[config.mk]
export PLATFORM = sky130hd
export DESIGN_NAME = snd_mailbox
export DESIGN_NICKNAME = d
export VERILOG_FILES = /design/src/rtl/mbx_pkg.sv /design/src/rtl/mbx_addr_dec.sv /design/src/rtl/mbx_lane_reg.sv /design/src/rtl/mbx_irq_ctl.sv /design/src/rtl/snd_mailbox.sv
export SDC_FILE = /design/constraint.sdc
export NUM_CORES = 1
export LEC_CHECK = 0
export BUFFER_PORTS_ARGS = -buffer_cell sky130_fd_sc_hd__buf_4
export CORE_ASPECT_RATIO = 1.5
export CORE_UTILIZATION = 45
export DETAILED_ROUTE_END_ITERATION = 7
export PLACE_DENSITY = 0.81
export SKIP_CTS_REPAIR_TIMING = 1
export SKIP_LAST_GASP = 1
export SLEW_MARGIN = 40
export SYNTH_ARGS = -nofsm -noshare
export SYNTH_HDL_FRONTEND = slang
export SYNTH_SLANG_ARGS = --single-unit
[constraint.sdc]
create_clock -name clk -period 0.9 [get_ports clk]
set_input_delay 0 -clock clk [delete_from_list [all_inputs] [get_ports clk]]
set_output_delay 0 -clock clk [all_outputs]
set_load 0.03 [all_outputs]
[src/rtl/mbx_pkg.sv]
`timescale 1ns/1ps
package mbx_pkg;

   // Per-cycle decoded sound-side access, one strobe per action
   typedef struct packed {
      logic wr_out0;
      logic wr_out1;
      logic ack;
      logic rd_in0;
      logic rd_in1;
   } mbx_dec_t;

   localparam int unsigned MBX_NBOX = 2;

   function automatic bit is_pow2(input int unsigned v);
      return (v != 0) && ((v & (v - 1)) == 0);
   endfunction

endpackage

[src/rtl/mbx_addr_dec.sv]
`timescale 1ns/1ps
module mbx_addr_dec
   import mbx_pkg::*;
#(
   parameter int unsigned IO_AW     = 16,
   parameter int unsigned DATA_W    = 16,
   parameter int unsigned BASE      = 'h100,
   parameter int unsigned WIN_BYTES = 16,
   parameter int unsigned OUT0_OFS  = 'h0,
   parameter int unsigned OUT1_OFS  = 'h2,
   parameter int unsigned IN0_OFS   = 'h4,
   parameter int unsigned IN1_OFS   = 'h6,
   parameter int unsigned ACK_OFS   = 'hA
) (
   input  logic [IO_AW-1:0] addr,
   input  logic             wr,
   input  logic             rd,
   output mbx_dec_t         dec
);
   localparam int unsigned BYTES_W  = DATA_W / 8;
   localparam int unsigned LANE_LOG = (BYTES_W > 1) ? $clog2(BYTES_W) : 0;
   localparam int unsigned WIN_LOG  = $clog2(WIN_BYTES);
   localparam int unsigned NSLOT    = WIN_BYTES / BYTES_W;
   localparam int unsigned IDX_W    = (NSLOT > 1) ? $clog2(NSLOT) : 1;
   localparam logic [IO_AW-1:0] BASE_V = IO_AW'(BASE);

   // Elaboration-time parameter checks
   if ((DATA_W % 8) != 0 || !is_pow2(BYTES_W)) begin : g_bad_width
      $error("mbx_addr_dec: DATA_W must be a power-of-two count of bytes");
   end
   if (!is_pow2(WIN_BYTES) || WIN_BYTES < 4 * BYTES_W || WIN_LOG >= IO_AW) begin : g_bad_win
      $error("mbx_addr_dec: WIN_BYTES must be a power of two fitting the address");
   end
   if ((BASE % WIN_BYTES) != 0) begin : g_bad_base
      $error("mbx_addr_dec: BASE must be aligned to the window size");
   end
   if (OUT0_OFS >= WIN_BYTES || OUT1_OFS >= WIN_BYTES || IN0_OFS >= WIN_BYTES ||
       IN1_OFS >= WIN_BYTES || ACK_OFS >= WIN_BYTES) begin : g_bad_ofs
      $error("mbx_addr_dec: every offset must lie inside the window");
   end
   if ((OUT0_OFS % BYTES_W) != 0 || (OUT1_OFS % BYTES_W) != 0 || (IN0_OFS % BYTES_W) != 0 ||
       (IN1_OFS % BYTES_W) != 0 || (ACK_OFS % BYTES_W) != 0) begin : g_bad_align
      $error("mbx_addr_dec: every offset must be word aligned");
   end
   if (OUT0_OFS == OUT1_OFS || OUT0_OFS == ACK_OFS || OUT1_OFS == ACK_OFS ||
       IN0_OFS == IN1_OFS) begin : g_bad_overlap
      $error("mbx_addr_dec: write targets and read targets must be distinct");
   end

   logic             win_hit;
   logic [IDX_W-1:0] slot_idx;
   logic [NSLOT-1:0] slot_hit;

   assign win_hit = (addr[IO_AW-1:WIN_LOG] == BASE_V[IO_AW-1:WIN_LOG]);

   if (LANE_LOG > 0) begin : g_lane_bits
      logic lane_bits_unused;
      assign lane_bits_unused = ^addr[LANE_LOG-1:0];
   end

   if (WIN_LOG > LANE_LOG) begin : g_idx
      assign slot_idx = IDX_W'(addr[WIN_LOG-1:LANE_LOG]);
   end else begin : g_idx_zero
      assign slot_idx = '0;
   end

   for (genvar s = 0; s < NSLOT; s++) begin : g_slot
      assign slot_hit[s] = win_hit && (slot_idx == IDX_W'(s));
   end

   assign dec.wr_out0 = wr && slot_hit[OUT0_OFS / BYTES_W];
   assign dec.wr_out1 = wr && slot_hit[OUT1_OFS / BYTES_W];
   assign dec.ack     = wr && slot_hit[ACK_OFS  / BYTES_W];
   assign dec.rd_in0  = rd && slot_hit[IN0_OFS  / BYTES_W];
   assign dec.rd_in1  = rd && slot_hit[IN1_OFS  / BYTES_W];

endmodule

[src/rtl/mbx_lane_reg.sv]
`timescale 1ns/1ps
module mbx_lane_reg #(
   parameter int unsigned DATA_W = 16,
   parameter logic [DATA_W-1:0] RST_VAL = '0
) (
   input  logic                clk,
   input  logic                rst_n,
   input  logic                we,
   input  logic [DATA_W/8-1:0] be,
   input  logic [DATA_W-1:0]   wdata,
   output logic [DATA_W-1:0]   q
);
   localparam int unsigned NLANE = DATA_W / 8;

   if ((DATA_W % 8) != 0 || DATA_W == 0) begin : g_bad_width
      $error("mbx_lane_reg: DATA_W must be a nonzero multiple of 8");
   end

   for (genvar l = 0; l < NLANE; l++) begin : g_lane
      always_ff @(posedge clk or negedge rst_n) begin
         if (!rst_n) begin
            q[l*8 +: 8] <= RST_VAL[l*8 +: 8];
         end else if (we && be[l]) begin
            q[l*8 +: 8] <= wdata[l*8 +: 8];
         end
      end
   end

endmodule

[src/rtl/mbx_irq_ctl.sv]
`timescale 1ns/1ps
module mbx_irq_ctl #(
   parameter bit SET_WINS = 1'b1
) (
   input  logic clk,
   input  logic rst_n,
   input  logic set_req,
   input  logic clr_req,
   output logic irq
);
   logic irq_nxt;

   if (SET_WINS) begin : g_set_first
      always_comb begin
         if (set_req)      irq_nxt = 1'b1;
         else if (clr_req) irq_nxt = 1'b0;
         else              irq_nxt = irq;
      end
   end else begin : g_clr_first
      always_comb begin
         if (clr_req)      irq_nxt = 1'b0;
         else if (set_req) irq_nxt = 1'b1;
         else              irq_nxt = irq;
      end
   end

   always_ff @(posedge clk or negedge rst_n) begin
      if (!rst_n) irq <= 1'b0;
      else        irq <= irq_nxt;
   end

endmodule

[src/rtl/snd_mailbox.sv]
`timescale 1ns/1ps
module snd_mailbox
   import mbx_pkg::*;
#(
   parameter int unsigned IO_AW     = 16,
   parameter int unsigned DATA_W    = 16,
   parameter int unsigned BASE      = 'h100,
   parameter int unsigned WIN_BYTES = 16,
   parameter int unsigned OUT0_OFS  = 'h0,
   parameter int unsigned OUT1_OFS  = 'h2,
   parameter int unsigned IN0_OFS   = 'h4,
   parameter int unsigned IN1_OFS   = 'h6,
   parameter int unsigned ACK_OFS   = 'hA,
   parameter int unsigned CMD_BOX   = 1,
   parameter bit          RD_REG    = 1'b1,
   parameter bit          SET_WINS  = 1'b1
) (
   input  logic                clk,
   input  logic                rst_n,
   input  logic [IO_AW-1:0]    snd_addr,
   input  logic                snd_wr,
   input  logic                snd_rd,
   input  logic [DATA_W/8-1:0] snd_be,
   input  logic [DATA_W-1:0]   snd_wdata,
   output logic [DATA_W-1:0]   snd_rdata,
   input  logic                main_wr,
   input  logic                main_sel,
   input  logic [DATA_W/8-1:0] main_be,
   input  logic [DATA_W-1:0]   main_wdata,
   output logic [DATA_W-1:0]   main_out0,
   output logic [DATA_W-1:0]   main_out1,
   output logic                irq_lvl5
);
   localparam int unsigned NBOX = MBX_NBOX;

   if (CMD_BOX >= NBOX) begin : g_bad_cmd
      $error("snd_mailbox: CMD_BOX must name an existing incoming latch");
   end

   mbx_dec_t          dec;
   logic [NBOX-1:0]   out_we;
   logic [NBOX-1:0]   in_we;
   logic [DATA_W-1:0] out_q [NBOX];
   logic [DATA_W-1:0] in_q  [NBOX];
   logic [DATA_W-1:0] rd_val;
   logic              cmd_set;

   mbx_addr_dec #(
      .IO_AW(IO_AW), .DATA_W(DATA_W), .BASE(BASE), .WIN_BYTES(WIN_BYTES),
      .OUT0_OFS(OUT0_OFS), .OUT1_OFS(OUT1_OFS), .IN0_OFS(IN0_OFS),
      .IN1_OFS(IN1_OFS), .ACK_OFS(ACK_OFS)
   ) u_dec (
      .addr (snd_addr),
      .wr   (snd_wr),
      .rd   (snd_rd),
      .dec  (dec)
   );

   assign out_we = {dec.wr_out1, dec.wr_out0};

   for (genvar b = 0; b < NBOX; b++) begin : g_box
      assign in_we[b] = main_wr && (main_sel == 1'(b));

      mbx_lane_reg #(.DATA_W(DATA_W)) u_out (
         .clk   (clk),
         .rst_n (rst_n),
         .we    (out_we[b]),
         .be    (snd_be),
         .wdata (snd_wdata),
         .q     (out_q[b])
      );

      mbx_lane_reg #(.DATA_W(DATA_W)) u_in (
         .clk   (clk),
         .rst_n (rst_n),
         .we    (in_we[b]),
         .be    (main_be),
         .wdata (main_wdata),
         .q     (in_q[b])
      );
   end

   assign main_out0 = out_q[0];
   assign main_out1 = out_q[1];

   // Read selection: at most one strobe is active, anything else reads zero
   always_comb begin
      if (dec.rd_in0)      rd_val = in_q[0];
      else if (dec.rd_in1) rd_val = in_q[1];
      else                 rd_val = '0;
   end

   if (RD_REG) begin : g_rd_reg
      logic [DATA_W-1:0] rdata_q;
      always_ff @(posedge clk or negedge rst_n) begin
         if (!rst_n) rdata_q <= '0;
         else        rdata_q <= rd_val;
      end
      assign snd_rdata = rdata_q;
   end else begin : g_rd_comb
      assign snd_rdata = rd_val;
   end

   assign cmd_set = in_we[CMD_BOX] && (|main_be);

   mbx_irq_ctl #(.SET_WINS(SET_WINS)) u_irq (
      .clk     (clk),
      .rst_n   (rst_n),
      .set_req (cmd_set),
      .clr_req (dec.ack),
      .irq     (irq_lvl5)
   );

endmodule

# == Word-level counts from Yosys, hierarchy flattened ==
# Cells that the tools add are included.
# totals
reg_bits,81
word_cells,44
input_bits,58
# classes
n_reduce_logical,24
muxes,4
bitwise_logic,1
n_eq_ne,5
# ops
op,count
16-bit two-way mux,2
1-bit logical AND,21
"12-bit by 5-bit == test with 1-bit output, second input constant",1
"3-bit by 2-bit == test with 1-bit output, second input constant",2
"3-bit by 1-bit == test with 1-bit output, second input constant",1
"3-bit == test, second input constant",1
3-bit logical NOT,1
1-bit two-way mux,2
2-bit nonzero test,1
2-bit OR reduction,1
1-bit inverter,1

# == Longest topological paths before layout ==
# depth
word_depth,5
ltp_mapped,6

# == Hierarchy ==
# Synthesis repeated with hierarchy kept, for this count alone.
# unflattened
cells_unflattened,193
area_unflattened_um2,3133.0
# by_module_without_submodules
module,n_inst,area_each_um2,cells_per_inst
mbx_lane_reg,4,593.1,34
snd_mailbox,1,618.1,41
mbx_addr_dec,1,106.4,13
mbx_irq_ctl,1,36.3,3

# == Least setup slack after synthesis ==
# No wires, ideal clock.
# synth_path
path_type,input to register
from,input port snd_addr[13]
to,register g_box[0].u_out.q[3]
n_path_buf,0
slack_ns,-0.699
cell_stages,4
arrival_ns,1.472
path_cell_list,or4_1 > nor3_4 > nand4_4 > mux2_1
# synth_via
elab_chain_len,4
# synth_rtl
element,line_no,rtl
from (decl),snd_mailbox.sv:20,"input logic [IO_AW-1:0] snd_addr,"
12-bit by 5-bit == test with 1-bit output,mbx_addr_dec.sv:54,assign win_hit = (addr[IO_AW-1:WIN_LOG] == BASE_V[IO_AW-1:WIN_LOG]);
1-bit logical AND,mbx_addr_dec.sv:68,assign slot_hit[s] = win_hit && (slot_idx == IDX_W'(s));
1-bit logical AND,mbx_addr_dec.sv:71,assign dec.wr_out0 = wr && slot_hit[OUT0_OFS / BYTES_W];
1-bit logical AND,mbx_lane_reg.sv:23,end else if (we && be[l]) begin
"to (signal, indexed assignment)",mbx_lane_reg.sv:22,q[l*8 +: 8] <= RST_VAL[l*8 +: 8];
"to (signal, indexed assignment)",mbx_lane_reg.sv:24,q[l*8 +: 8] <= wdata[l*8 +: 8];
to (decl),mbx_lane_reg.sv:11,output logic [DATA_W-1:0] q
# No other way between the ends.
# A chain may end at the register's enable or synchronous reset.

# == Worst setup path after layout ==
# layout_path
from,input port snd_addr[12]
to,register g_box[0].u_out.q[3]
# Same word-level chain as after synthesis.

==> impl_metrics.sql <==
INSERT INTO impl_metrics (metric_group, metric, value, unit) VALUES
('logic_synthesis', 'synth_area_leader_cell', 'sky130_fd_sc_hd__dfrtp_1', ''),
('global_route', 'grt_overflow', '0', ''),
('final_layout', 'fill_cells', '404', ''),
('final_layout', 'nNetsFinal', '433', ''),
('logic_synthesis', 'synth-seq-cells', '81', ''),
('setup_path', 'worst_setup_path_start_kind', 'input port', ''),
('logic_synthesis', 'synth_top_area_share', '64.2', '%'),
('sta', 'slew_headroom', '76.1', '%'),
('placed_design', 'dpl_cell_area', '0.00421', 'sq mm'),
('power_and_ir_drop', 'vdd.ir_drop.worst', '0.919', 'mV'),
('run', 'drv.max_cap_violation_count', '0', ''),
('floorplan', 'die-area', '0.00736', 'sq mm'),
('floorplan', 'die_h', '105', 'um'),
('placed_design', 'gp_congestion', '0.729', ''),
('setup_path', 'arrival', '1.63', 'ns'),
('logic_synthesis', 'avgSynthCellArea', '15.5', 'sq um'),
('clock_tree', 'ctsHtreeMaxLevel', '3', ''),
('setup_path', 'endpoint_kind', 'flip-flop', ''),
('global_route', 'grt_pass1_vias', '2202', ''),
('final_layout', 'top_library_cells_by_usage_in_the_layout_fill_and_taps_aside', '81 x sky130_fd_sc_hd__dfrtp_1, 81 x sky130_fd_sc_hd__buf_4, 54 x sky130_fd_sc_hd__mux2_2, 45 x sky130_fd_sc_hd__buf_6, 33 x sky130_fd_sc_hd__dlygate4sd3_1', ''),
('status', 'violated_checks', 'setup timing', ''),
('power_and_ir_drop', 'power.density_cell_area', '1410', 'mW/mm^2'),
('drt', 'dr_total_vias', '2362', ''),
('clock_tree', 'tritoncts.num_buffers', '9', ''),
('drt', 'drc', '0', ''),
('status', 'run_status', 'finished with violations', ''),
('drt', 'detailed_routing_iterations_pass_1', '4', ''),
('clock_tree', 'clk_pin_slew', '0.07', 'ns'),
('logic_synthesis', 'syn_inst', '203', ''),
('final_layout', 'syn2layout_area_growth', '62.5', '%'),
('drt', 'antenna_left', '0', ''),
('logic_synthesis', 'yosysWarningCount', '0', ''),
('placed_design', 'hpwl', '5.04', 'mm'),
('logic_synthesis', 'synthTopCellsByArea', 'sky130_fd_sc_hd__dfrtp_1 64%, sky130_fd_sc_hd__mux2_2 19%, sky130_fd_sc_hd__a22oi_1 3.8%', ''),
('sta', 'finalClockSkew', '0.0103', 'ns'),
('global_route', 'grt_antenna_before_repair', '0', ''),
('logic_synthesis', 'synth_simple_gate_area_share', '8.09', '%'),
('floorplan', 'placeableCoreArea', '0.00681', 'sq mm'),
('floorplan', 'top_level_ports', '107', ''),
('logic_synthesis', 'yosysUniqueCellTypes', '20', ''),
('clock_tree', 'worst_skew_pair.late_latency', '0.34', 'ns'),
('sta', 'setup_viol_count_final', '52', ''),
('global_route', 'gr-usage-all-layers', '19.5', '%'),
('floorplan', 'die_width', '70.4', 'um'),
('logic_synthesis', 'largest_family_of_logic_cells_by_synthesized_area', 'multiplexers', ''),
('power_and_ir_drop', 'static-leakage-power', '0.00252', 'uW'),
('setup_path', 'critical_path.slowest_cell', 'sky130_fd_sc_hd__or4_4', ''),
('sta', 'min_period', '1.41', 'ns'),
('setup_path', 'critPathMaxStageDelay', '0.55', 'ns'),
('final_layout', 'utilization', '75.4', '%'),
('setup_path', 'setup.reg_to_reg.worst_slack', '-0.01', 'ns'),
('logic_synthesis', 'synthesis.nets', '261', ''),
('final_layout', 'multi_input_comb_area', '0.00122', 'sq mm'),
('logic_synthesis', 'synth-xor-area-share', '0', '%'),
('logic_synthesis', 'yosys-mux-area-fraction', '22.8', '%'),
('min_path', 'hold_crit_class', 'in2async', ''),
('placed_design', 'portBuffers', '105', ''),
('sta', 'rsz0062_at_grt', 'yes', ''),
('drt', 'aggregate_routed_wire_length', '8.44', 'mm'),
('final_layout', 'insertedDiodeCount', '0', ''),
('sta', 'finalWorstSetupSlack', '-0.510', 'ns'),
('setup_path', 'cp_data_required_time', '1.12', 'ns'),
('final_layout', 'drive_gt1_share', '61.6', '%'),
('drt', 'detail_route.vias_per_cell', '5.16', ''),
('logic_synthesis', 'synth_fa_ha_area_share', '0', '%'),
('setup_path', 'type_of_the_worst_setup_path', 'in2reg', ''),
('setup_path', 'cells_traversed_along_the_worst_timing_path', 'buf_4, or4_4, nor3_4, buf_12, nand4_4, mux2_4', ''),
('clock_tree', 'ctsLongestPathBuffers', '2', ''),
('global_route', 'grt_max_degree', '26', ''),
('floorplan', 'rows', '37', ''),
('final_layout', 'finalInstanceArea', '0.00513', 'sq mm');
final cells by class:
type | count | area share (%)
clock buffer | 13 | 3.10
clock inverter | 3 | 0.293
multi-input combinational | 116 | 23.9
sequential | 81 | 39.5
tap | 78 | 1.90
timing repair buffer | 167 | 31.3
metal layers:
layer / GRT usage [%] / up-vias / share of wire [%]
met4: 7.71 / 0 / 3.1
met2: 33.3 / 84 / 56
met1: 23.7 / 1184 / 37
met5: 0 / - / 0
met3: 4.24 / 16 / 3.6
li1: - / 1078 / -
state kept, by name, indices dropped and copies added, names as in the netlist:
name	count
g_box.u_in.q	32
u_irq.irq	1
g_box.u_out.q	32
snd_rdata	16
final timing paths:
kind,to,start,cells after the start
worst max-delay path,g_box[0].u_out.q[3]$_DFFE_PN0P_,snd_addr[12],6
worst min-delay path,snd_rdata[5]$_DFF_PN0_,rst_n,2
worst max register to register,g_box[1].u_out.q[9]$_DFFE_PN0P_,g_box[1].u_out.q[9]$_DFFE_PN0P_,2
worst min register to register,g_box[0].u_in.q[11]$_DFFE_PN0P_,g_box[0].u_in.q[11]$_DFFE_PN0P_,1
max in group asynchronous,snd_rdata[0]$_DFF_PN0_,rst_n,3
min in group clk,g_box[0].u_out.q[12]$_DFFE_PN0P_,snd_be[1],3
synth_stat cells (all sizes together):
cell / instances
a22oi: 16
nor3: 1
nor2: 17
a21o: 1
nand3: 2
dfrtp: 81
buf: 2
clkbuf: 4
nand4: 5
nand2: 1
nand3b: 2
or4: 2
and2: 1
mux2: 64
nand4b: 1
nor4b: 1
nor2b: 2
stage by stage:
| step | worst slack, ns | TNS, ns | cells | total power (uW) |
|---|---|---|---|---|
| final | -0.510 | -20.62 | 458 | 7220 |
| after global routing | -0.527 | -21.75 | 458 | 7560 |
| after CTS | -0.573 | -23.09 | 412 | 7120 |
| after detailed placement | -0.913 | -39.72 | 396 | 4830 |
| after global placement | -0.864 | -38.73 | 396 | 4780 |
| after floorplan | -0.695 | -26.37 | 203 | 4390 |
where the power goes:
group	total, uW	internal [uW]	switching, uW
clock	2310	1140	1170
combinational	863	547	316
sequential	4040	3910	131
cell families (layout without fill, tap and decap cells):
kind of cell,count (synthesis),count (layout)
buffers and inverters,6,183
multiplexers,64,64
flip-flops,81,81
AND/OR/NAND/NOR,35,35
AO/OA/AOI/OAI,17,17
worst max-delay path, delay by kind of cell:
family        cells  cell delay [ns]
simple gates      3             0.99
mux               1             0.36
buf+inv           2             0.27
Power figures use the tool's default switching activity.
